===== src/rtl/oneshot_pkg.sv =====
package oneshot_pkg;
  typedef struct packed {
    logic load;
    logic clear;
  } ctrlStrobes_t;
endpackage


===== src/rtl/oneshot_sync.sv =====
module oneshot_sync #(
  parameter int STAGES = 2,
  parameter logic RESET_VAL = 1'b0
) (
  input  logic clk,
  input  logic rstN,
  input  logic asyncIn,
  output logic syncOut
);
  logic [STAGES-1:0] chain;

  generate
    if (STAGES == 1) begin : gSingle
      always_ff @(posedge clk or negedge rstN) begin
        if (!rstN) chain <= RESET_VAL;
        else       chain <= asyncIn;
      end
    end else begin : gMulti
      always_ff @(posedge clk or negedge rstN) begin
        if (!rstN) chain <= {STAGES{RESET_VAL}};
        else       chain <= {chain[STAGES-2:0], asyncIn};
      end
    end
  endgenerate

  assign syncOut = chain[STAGES-1];
endmodule


===== src/rtl/oneshot_ctrl.sv =====
module oneshot_ctrl
  import oneshot_pkg::*;
#(
  parameter int SYNC_STAGES = 2
) (
  input  logic         clk,
  input  logic         rstN,
  input  logic         fallTrigN,
  input  logic         riseTrig,
  input  logic         clearN,
  output ctrlStrobes_t strobes
);
  logic fallS, riseS, clrS;
  logic fallPrev, risePrev, clrPrev;

  oneshot_sync #(.STAGES(SYNC_STAGES), .RESET_VAL(1'b1)) syncFall_i (
    .clk(clk), .rstN(rstN), .asyncIn(fallTrigN), .syncOut(fallS));
  oneshot_sync #(.STAGES(SYNC_STAGES), .RESET_VAL(1'b0)) syncRise_i (
    .clk(clk), .rstN(rstN), .asyncIn(riseTrig), .syncOut(riseS));
  oneshot_sync #(.STAGES(SYNC_STAGES), .RESET_VAL(1'b1)) syncClr_i (
    .clk(clk), .rstN(rstN), .asyncIn(clearN), .syncOut(clrS));

  always_ff @(posedge clk or negedge rstN) begin
    if (!rstN) begin
      fallPrev <= 1'b1;
      risePrev <= 1'b0;
      clrPrev  <= 1'b1;
    end else begin
      fallPrev <= fallS;
      risePrev <= riseS;
      clrPrev  <= clrS;
    end
  end

  logic fallEdge, riseEdge, clrEdge;
  logic armedLevels;

  always_comb begin
    // Both triggers see the same armed state: falling input low, rising input high.
    armedLevels = !fallS && riseS;
    fallEdge    = fallPrev && !fallS && riseS && clrS;
    riseEdge    = !risePrev && riseS && !fallS && clrS;
    clrEdge     = !clrPrev && clrS && armedLevels;
    strobes.clear = !clrS;
    strobes.load  = (fallEdge || riseEdge || clrEdge) && clrS;
  end
endmodule


===== src/rtl/oneshot_dp.sv =====
module oneshot_dp
  import oneshot_pkg::*;
#(
  parameter int WIDTH_BITS = 16
) (
  input  logic                  clk,
  input  logic                  rstN,
  input  ctrlStrobes_t          strobes,
  input  logic [WIDTH_BITS-1:0] widthCfg,
  output logic                  pulse
);
  logic [WIDTH_BITS-1:0] count;
  logic                  acceptLoad;

  assign acceptLoad = strobes.load && (widthCfg != '0);

  always_ff @(posedge clk or negedge rstN) begin
    if (!rstN)                count <= '0;
    else if (strobes.clear)   count <= '0;
    else if (acceptLoad)      count <= widthCfg;
    else if (count != '0)     count <= count - 1'b1;
  end

  assign pulse = (count != '0);

  AST_CLEAR_ENDS: assert property (@(posedge clk) disable iff (!rstN)
    strobes.clear |=> (count == '0));

  AST_LOAD_FULL: assert property (@(posedge clk) disable iff (!rstN)
    (!strobes.clear && strobes.load && widthCfg != '0) |=> (count == $past(widthCfg)));

  AST_COUNT_DOWN: assert property (@(posedge clk) disable iff (!rstN)
    (!strobes.clear && !strobes.load && count != '0) |=> (count == $past(count) - 1'b1));

  AST_END_CAUSE: assert property (@(posedge clk) disable iff (!rstN)
    $fell(pulse) |-> ($past(strobes.clear) || $past(count) == 1));
endmodule


===== src/rtl/retrig_pulse_gen.sv =====
module retrig_pulse_gen
  import oneshot_pkg::*;
#(
  parameter int WIDTH_BITS  = 16,
  parameter int SYNC_STAGES = 2
) (
  input  logic                  clk,
  input  logic                  rstN,
  input  logic                  fallTrigN,
  input  logic                  riseTrig,
  input  logic                  clearN,
  input  logic [WIDTH_BITS-1:0] widthCfg,
  output logic                  pulseOut,
  output logic                  pulseOutN,
  output logic                  busy
);
  ctrlStrobes_t strobes;
  logic         pulse;

  oneshot_ctrl #(.SYNC_STAGES(SYNC_STAGES)) ctrl_i (
    .clk(clk), .rstN(rstN), .fallTrigN(fallTrigN), .riseTrig(riseTrig),
    .clearN(clearN), .strobes(strobes));

  oneshot_dp #(.WIDTH_BITS(WIDTH_BITS)) dp_i (
    .clk(clk), .rstN(rstN), .strobes(strobes), .widthCfg(widthCfg),
    .pulse(pulse));

  assign pulseOut  = pulse;
  assign pulseOutN = !pulse;
  assign busy      = pulse;

  AST_TRIG_BLOCKED: assert property (@(posedge clk) disable iff (!rstN)
    (!$past(clearN, 3) && !$past(clearN, 2)) |-> !$rose(pulseOut));
endmodule


===== config.mk =====
export PLATFORM = sky130hd
export DESIGN_NAME = retrig_pulse_gen
export DESIGN_NICKNAME = d
export VERILOG_FILES = /design/src/rtl/oneshot_pkg.sv /design/src/rtl/oneshot_sync.sv /design/src/rtl/oneshot_ctrl.sv /design/src/rtl/oneshot_dp.sv /design/src/rtl/retrig_pulse_gen.sv
export SDC_FILE = /design/constraint.sdc
export NUM_CORES = 1
export LEC_CHECK = 0
export ABC_AREA = 1
export BUFFER_PORTS_ARGS = -buffer_cell sky130_fd_sc_hd__buf_4
export CAP_MARGIN = 0
export CELL_PAD_IN_SITES_DETAIL_PLACEMENT = 0
export CELL_PAD_IN_SITES_GLOBAL_PLACEMENT = 1
export CORE_ASPECT_RATIO = 0.9
export CORE_UTILIZATION = 43
export DETAILED_ROUTE_END_ITERATION = 10
export GPL_ROUTABILITY_DRIVEN = 0
export GPL_TIMING_DRIVEN = 0
export PLACE_DENSITY_LB_ADDON = 0.25
export SLEW_MARGIN = 10
export SYNTH_ARGS = -nofsm -noshare
export SYNTH_HDL_FRONTEND = slang
export SYNTH_SLANG_ARGS = --single-unit

===== constraint.sdc =====
create_clock -name clk -period 2.4 [get_ports clk]
set_input_delay 0.12 -clock clk [delete_from_list [all_inputs] [get_ports clk]]
set_output_delay 0.12 -clock clk [all_outputs]
set_load 0.02 [all_outputs]

# Word-level counts from Yosys, hierarchy flattened

Cells that the tools add are included.

Logic and storage cells: 31
Memories kept: 0
Bits in latches: 0
Output and inout port bits: 3
Input port bits: 21
ROM bits: 0
Bits in writable memories: 0
Flip-flop bits (word level): 25

Reductions and logical operators: 19
Shifts and indexed selects: 0
Mux-type cells: 3
Multipliers: 0
Bitwise logic cells: 0
Order comparisons: 0
Add/subtract/negate cells: 1
Equal/unequal tests: 1
Divide/modulo/power cells: 0

Operator list:

| kind                                                                    | number |
|---|---|
| 16-bit 2-to-1 mux                                                       | 3 |
| 16-bit nonzero test                                                     | 2 |
| 16-bit by 1-bit subtractor with 16-bit output, second input constant    | 1 |
| 1-bit logical AND                                                       | 11 |
| 1-bit zero test                                                         | 4 |
| 3-bit by 2-bit inequality test with 1-bit output, second input constant | 1 |
| 1-bit logical OR                                                        | 2 |

# Logic depth before layout (Yosys ltp)

Gate-level depths: netlist (run 1).

Depth after elaboration: 10
Depth in mapped cells: 11
Mapped depth without buffers: 10

# Hierarchy

A second synthesis (run 1) with hierarchy kept.

Cells, all modules: 206
Area total of the unflattened synthesis: 1,592.8 um^2

Modules (own cells, without submodules):

| module                              | seq. area each (um^2) | cells an instance | area each (um^2) | instances |
|---|---|---|---|---|
| oneshot_dp                          | 400.4                 | 189               | 1,325.0          | 1 |
| oneshot_sync (ctrl_i.syncClr_i ...) | 52.6                  | 2                 | 52.6             | 2 |
| oneshot_ctrl                        | 77.6                  | 9                 | 101.3            | 1 |
| oneshot_sync (ctrl_i.syncRise_i)    | 50.0                  | 2                 | 50.0             | 1 |
| retrig_pulse_gen                    | 0.0                   | 2                 | 11.3             | 1 |

# Worst setup path after synthesis (run 1)

No wires, ideal clock.

Path type: flip-flop to output port
Start: register dp_i.count[0]
End: output port pulseOut
Buffers on the path: 1
Cell stages (with the launch flop): 9
Required time: 2,280 ps
Data arrival time: 1,558 ps
Setup slack: 722 ps
Path through: dfrtp_1 -> inv_1 -> ha_1 -> nand2_2 -> nor2_1 -> nand2_1 -> nor3_1 -> nand3_1 -> buf_4

Word-level cells in the longest chain between the ends: 1

RTL lines:

| element                | line                   | RTL |
|---|---|---|
| start, declared        | oneshot_dp.sv:12       | `logic [WIDTH_BITS-1:0] count;` |
| start signal, assigned | oneshot_dp.sv:20       | `else if (acceptLoad) count <= widthCfg;` |
| start signal, assigned | oneshot_dp.sv:21       | `else if (count != '0) count <= count - 1'b1;` |
| 16-bit nonzero test    | oneshot_dp.sv:24       | `assign pulse = (count != '0);` |
| end, declared          | retrig_pulse_gen.sv:13 | `output logic pulseOut,` |

No other way between the ends.

# Final worst setup path (run 1)

Ends and elaborated chain as after synthesis.

==> out/metrics.yaml, run 1 <==
critical_path:
  critPathBufInv: 3
  crit_slowest_cell: "dfrtp_1"
  start_kind: "flip-flop"
  critical_path.max_fanout: 4
  crit_path_cell_trace: "inv_1, ha_1, nand2_2, nor2_1, nand2_1, nor3_1, nand3_1, buf_4, buf_4"
  critPathArrivalTime_ns: 2.02
  max_stage_delay_ns: 0.39
  required_ns: 2.28
  critPathKind: "flip-flop to primary output"
  critPathMostFrequentCell: "buf_4"
  cpLargestDelayFamily: "simple AND/OR/NAND/NOR gates"
  cp-end-kind: "primary output"
synthesis:
  ys_types: 27
  synth_compound_area_frac: 0.0540
  yosysSeqAreaShare: 0.420
  syn_inst: 207
  synth_top_family_by_area: "simple AND/OR/NAND/NOR gates"
  synthesis.area_um2: 1510
  synthAdderAreaFrac: 0.00831
  syn_area_per_cell_um2: 7.28
  yosys.area_share.simple: 0.399
  yosys_warnings: 0
  syn_nets: 229
  ys_ff_latch: 25
  synthMuxAreaShare: 0
  synth_xor_area_frac: 0.0291
finish:
  multi_input_area_um2: 738
  seqCellArea_um2: 633
  fillers: 337
  diodes: 0
  final_common_cell: "nand2_1"
  drive_gt1_frac: 0.223
  area_growth_pct: 21.0
  finish.net_count: 261
  layout.cells.most_common_list: "nand2_1, nor2_1, buf_4, inv_1, dfrtp_1"
  fin_util: 0.544
floorplan:
  die_w_um: 64.4
  fp.dieH_um: 58.2
  start_util: 0.449
  coreArea_um2: 3350
  pin_count: 24
  floorplan.rows: 20
  dieArea_um2: 3740
timing:
  relSlewSlack: 0.791
  tightest_slew_ns: 0.314
  slew_viol_final: 0
  hold_ws_ns: 0.136
  period_share: 0.892
  rsz0062_at_grt: "false"
  min_period_ns: 2.14
  clock.fmax_mhz: 467
  hold_violations: 0
  clock_skew_ns: 0.00701
  setup_viol: 0
  setup-tns-final_ns: 0
global_route:
  grt_pass1_wl_um: 5540
  gr-total-overflow: 0
  grt_max_degree: 26
  antenna_found_initial: 0
  grt_pass1_vias: 1317
  track_usage: 0.194
clock_tree:
  clock_path_buffers: 2
  cts-htree-levels: 1
  cts_tree: "yes"
  clk_pin_slew_ns: 0.09
  numCtsBuffers: 3
  cts_num_sinks: 25
  clock-root-buffer: "clkbuf_8"
  clk-insertion-delay-late_ns: 0.27
detailed_routing:
  dr_total_vias: 1335
  routed_wl_um: 3160
  drc: 0
  wl_per_cell_um: 11.2
  dr.pass1.iters: 4
  postRouteAntennaNets: 0
  drt_iter0_drc: 25
  via_per_inst: 4.73
place:
  io_buffer_count: 23
  hpwl_um: 2440
power:
  finalPower_mw: 2.08
  p_per_area_nw_per_um2: 1140
  power_leakage_nw: 0.954
  ir_drop_v: 0.000507
run:
  max_cap_violations: 0
status:
  status: "completed"
worst_hold_path:
  hold_class: "primary input to flip-flop"
==> Yosys cell counts <==
library cell,count,area share
a21boi_4,1,0.012
buf_2,1,0.0033
buf_4,2,0.010
buf_6,2,0.015
dfrtp_1,19,0.32
dfstp_2,6,0.10
ha_1,1,0.0083
inv_1,22,0.055
inv_2,1,0.0025
inv_4,1,0.0042
nand2_1,60,0.15
nand2_2,3,0.012
nand2_4,1,0.0075
nand3_1,12,0.040
nand3b_1,2,0.010
nand3b_4,1,0.013
nand4_1,2,0.0083
nor2_1,43,0.11
nor2_2,4,0.017
nor2_4,3,0.022
nor3_1,1,0.0033
o211ai_1,1,0.0050
o21ai_0,10,0.033
o21ai_1,1,0.0033
or2_0,2,0.0083
xnor2_1,3,0.017
xor2_1,2,0.012
==> registers in the layout, summed over array words and instances, names as in the netlist <==
name / flops
ctrl_i.clrPrev: 1
ctrl_i.fallPrev: 1
ctrl_i.risePrev: 1
ctrl_i.syncClr_i.chain: 2
ctrl_i.syncFall_i.chain: 2
ctrl_i.syncRise_i.chain: 2
dp_i.count: 16
==> layout make-up <==
class,count,share of cell area
Tap cell,44,0.0302
Clock inverter,1,0.00412
Inverter,24,0.0508
Clock buffer,3,0.0226
Sequential cell,25,0.347
Timing Repair Buffer,27,0.117
Buffer,5,0.0233
Multi-Input combinational cell,153,0.405
==> cells by family after synthesis <==
group	Yosys count
AO/OA/AOI/OAI	13
flip-flops	25
XOR/XNOR	5
adder cells (fa/ha/maj)	1
buffers and inverters	29
AND/OR/NAND/NOR	134
==> through the flow <==
| step | setup WS, ns | cell area, µm² | std cells |
|---|---|---|---|
| 6_report | 0.260 | 1820 | 282 |
| 5_1_grt | 0.129 | 1820 | 282 |
| 4_1_cts | 0.273 | 1820 | 282 |
| 3_5_place_dp | 0.577 | 1730 | 274 |
| 3_3_place_gp | 0.645 | 1730 | 274 |
| 2_1_floorplan | 0.722 | 1510 | 207 |
==> where the power goes <==
part,internal (mW),switching [mW]
clock,0.118,0.138
combinational,0.449,0.717
sequential,0.545,0.114
==> worst paths after layout <==
kind / start / to / slack [ns] / cells after the start
min: widthCfg[2] / dp_i.count[2] / 0.14 / 3
max: dp_i.count[0] / pulseOut / 0.26 / 9
max reg2reg: dp_i.count[0] / dp_i.count[8] / 0.77 / 9
max in group asynchronous: rstN / ctrl_i.syncClr_i.chain[0] / 1.82 / 2
min reg2reg: ctrl_i.syncRise_i.chain[0] / ctrl_i.syncRise_i.chain[1] / 0.35 / 0
min in group asynchronous: rstN / dp_i.count[10] / 0.29 / 2
==> timing repair <==
action | 4_1_cts | 5_1_grt
hold endpoints to repair | 22 | 0
buffers inserted | 0 | 0
hold buffers | 4 | 0
gates resized for setup | 0 | 0
==> routing by layer <==
| layer | GRT usage | up-vias | part of all wire |
|---|---|---|---|
| li1 | - | 695 | - |
| met2 | 0.352 | 20 | 0.49 |
| met1 | 0.242 | 618 | 0.48 |
| met5 | 0 | - | 0 |
| met3 | 0.0335 | 2 | 0.032 |
| met4 | 0.0444 | 0 | 0.0035 |
==> worst register-to-register path, delay by kind of cell, from the launching register on <==
kind | cells | cell delay [ns]
adder cells (fa/ha/maj) | 1 | 0.25
buffers and inverters | 2 | 0.26
AO/OA/AOI/OAI | 1 | 0.10
AND/OR/NAND/NOR | 5 | 0.53
flip-flops | 1 | 0.39
Power figures use the tool's default switching activity.
==> run 2, diff against run 1 <==
--- a/config.mk
+++ b/config.mk
@@ -11,7 +11,7 @@
 export CELL_PAD_IN_SITES_DETAIL_PLACEMENT = 0
 export CELL_PAD_IN_SITES_GLOBAL_PLACEMENT = 1
 export CORE_ASPECT_RATIO = 0.9
-export CORE_UTILIZATION = 43
+export CORE_UTILIZATION = 44
 export DETAILED_ROUTE_END_ITERATION = 10
 export GPL_ROUTABILITY_DRIVEN = 0
 export GPL_TIMING_DRIVEN = 0
@@ -19,4 +19,5 @@
 export SLEW_MARGIN = 10
 export SYNTH_ARGS = -nofsm -noshare
 export SYNTH_HDL_FRONTEND = slang
+export SYNTH_HIERARCHICAL = 1
 export SYNTH_SLANG_ARGS = --single-unit
==> out/metrics.yaml, run 2 <==
status:
  status: "completed"
synthesis:
  yosys_warnings: 6
  syn_inst: 206
  yosysSeqAreaShare: 0.397
  syn_nets: 228
  synth_top_area_frac: 0.299
  synth_edf_count: 0
  synthesis.area_um2: 1590
  synth_common_cells: "nand2_1, nor2_1, nand3_1"
  ys.flop_type: "dfrtp_1"
  ys_types: 29
  synth_area_leaders: "dfrtp_1, nand2_1, dfstp_2"
  synthArstFlopShare: 1.00
  ys_ff_latch: 25
  synth_area_leader_cell: "dfrtp_1"
  syn_area_per_cell_um2: 7.73
  synth.most_common_cell: "nand2_1"
timing:
  tightest_slew_ns: 0.410
  rsz0062_at_grt: "false"
  relSlewSlack: 0.727
  clock.fmax_mhz: 506
  slew_viol_final: 0
  setup-tns-final_ns: 0
  min_period_ns: 1.98
  setup_viol: 0
  period_share: 0.824
  hold_violations: 0
  clock_skew_ns: 0.00546
critical_path:
  cp-end-kind: "primary output"
  critPathKind: "flip-flop to primary output"
  start_kind: "flip-flop"
  reg2reg_from: "ctrl_i/syncClr_i/chain[1]"
  crit_start: "dp_i/count[0]"
  critical_path.max_fanout: 6
  required_ns: 2.28
  critPathArrivalTime_ns: 1.86
floorplan:
  start_util: 0.465
  coreArea_um2: 3430
  pin_count: 24
  fp.dieH_um: 59.1
  floorplan.rows: 20
  dieArea_um2: 3870
  die_w_um: 65.4
detailed_routing:
  postRouteAntennaNets: 0
  drt_iter0_drc: 49
  wl_per_cell_um: 12.2
  dr_total_vias: 1368
  via_per_inst: 4.87
  routed_wl_um: 3430
  dr.pass1.iters: 4
  drc: 0
finish:
  layout.cells.most_common_list: "nand2_1, nor2_1, buf_4, nand3_1, dfrtp_1"
  fillers: 341
  finish.net_count: 260
  final_common_cell: "nand2_1"
  regMostFlops: "dp_i/count"
  largest_reg_flops: 16
  drive_gt1_frac: 0.312
  diodes: 0
  area_growth_pct: 19.9
global_route:
  grt_pass1_vias: 1332
  gr-total-overflow: 0
  grt_pass1_wl_um: 5910
  track_usage: 0.202
  grt_max_degree: 26
  antenna_found_initial: 0
power:
  finalPower_mw: 2.13
  p_per_area_nw_per_um2: 1120
  power_leakage_nw: 0.931
  ir_drop_v: 0.000457
clock_tree:
  clk_pin_slew_ns: 0.09
  cts_resized: 0
  cts_num_sinks: 25
  cts-htree-levels: 1
  clock_path_buffers: 2
  clk-insertion-delay-late_ns: 0.27
  numCtsBuffers: 3
  cts_tree: "yes"
  clock-root-buffer: "clkbuf_8"
place:
  hpwl_um: 2630
  io_buffer_count: 23
run:
  max_cap_violations: 0
worst_hold_path:
  hold_path_startpoint: "widthCfg[2]"
  hold_class: "primary input to flip-flop"
[run 2: cell count changes after synthesis, moves of 2 or more]
cell / before / now
inv_2: 1 / 6
nand2_4: 1 / 4
nand3b_1: 2 / 6
xnor2_1: 3 / 1
or2_0: 2 / 0
o21ai_1: 1 / 6
inv_1: 22 / 15
nor2_1: 43 / 31
nand2_1: 60 / 49
a21oi_2: 0 / 4
nand3_1: 12 / 23
nor2_2: 4 / 14
nand2_2: 3 / 1
o21ai_0: 10 / 0
[run 2: worst max-delay path, cell delays in order, from the launching register on]
cell	delay, ns
dfrtp_1	0.40
inv_2	0.11
ha_1	0.25
nand2_4	0.11
nor2_8	0.15
nand3_4	0.10
nor2_4	0.12
inv_1	0.08
buf_4	0.13
buf_4	0.14
[run 2: area by class of cell]
type | count | area (µm²) | area share
multi-input cells | 154 | 837 | 0.438
flip-flops and latches | 25 | 633 | 0.332
repair buffers | 27 | 213 | 0.111
inverters | 23 | 88.8 | 0.0465
well taps | 44 | 55.1 | 0.0288
clock buffers | 3 | 41.3 | 0.0216
plain buffers | 4 | 33.8 | 0.0177
clock inverters | 1 | 7.51 | 0.00393
[run 2: cells by family (layout without fill, tap and decap cells)]
family	count (synthesis)	in the layout	synth area share
flip-flops	25	25	0.397
XOR/XNOR	4	4	0.0220
AO/OA/AOI/OAI	11	11	0.0440
buffers and inverters	27	58	0.0770
AND/OR/NAND/NOR	138	138	0.452
adder cells (fa/ha/maj)	1	1	0.00785
[run 2: report_power, final]
group	switching, mW	total, mW	leakage, nW	internal (mW)
sequential	0.106	0.643	0.310	0.538
clock	0.138	0.256	0.0217	0.118
combinational	0.768	1.24	0.598	0.467
[run 2: repair_timing]
action | in CTS | in global routing
endpoints found under the hold margin | 22 | 0
endpoints found under the setup margin | 0 | 0
hold buffers | 4 | 0
buffers inserted | 0 | 0
[run 2: worst paths after layout]
kind,to,slack (ns),cells after the start
max in group asynchronous,ctrl_i/clrPrev,1.81,2
max,pulseOut,0.42,9
min,dp_i/count[2],0.10,3
min in group asynchronous,dp_i/count[5],0.28,2
max reg2reg,dp_i/count[6],0.68,8
min reg2reg,ctrl_i/syncClr_i/chain[1],0.36,0
[run 2: layer usage]
metal,routed length [µm],vias to the layer above,GRT usage,share of wire
met4,19,0,0.0280,0.0055
met5,0,-,0,0
li1,-,704,-,-
met1,1610,625,0.259,0.47
met2,1660,35,0.359,0.48
met3,142,4,0.0404,0.041
[run 2: through the flow]
step	instance area, µm²	cells	setup WS, ns	hold slack (ns)	utilization
finish	1910	281	0.423	0.103	0.557
CTS	1910	281	0.415	0.0945	0.557
detailed placement	1820	273	0.675	0.0494	0.531
global route	1910	281	0.318	0.110	0.557
floorplan	1590	206	0.846	-0.176	-
global placement	1820	273	0.724	0.0440	0.531
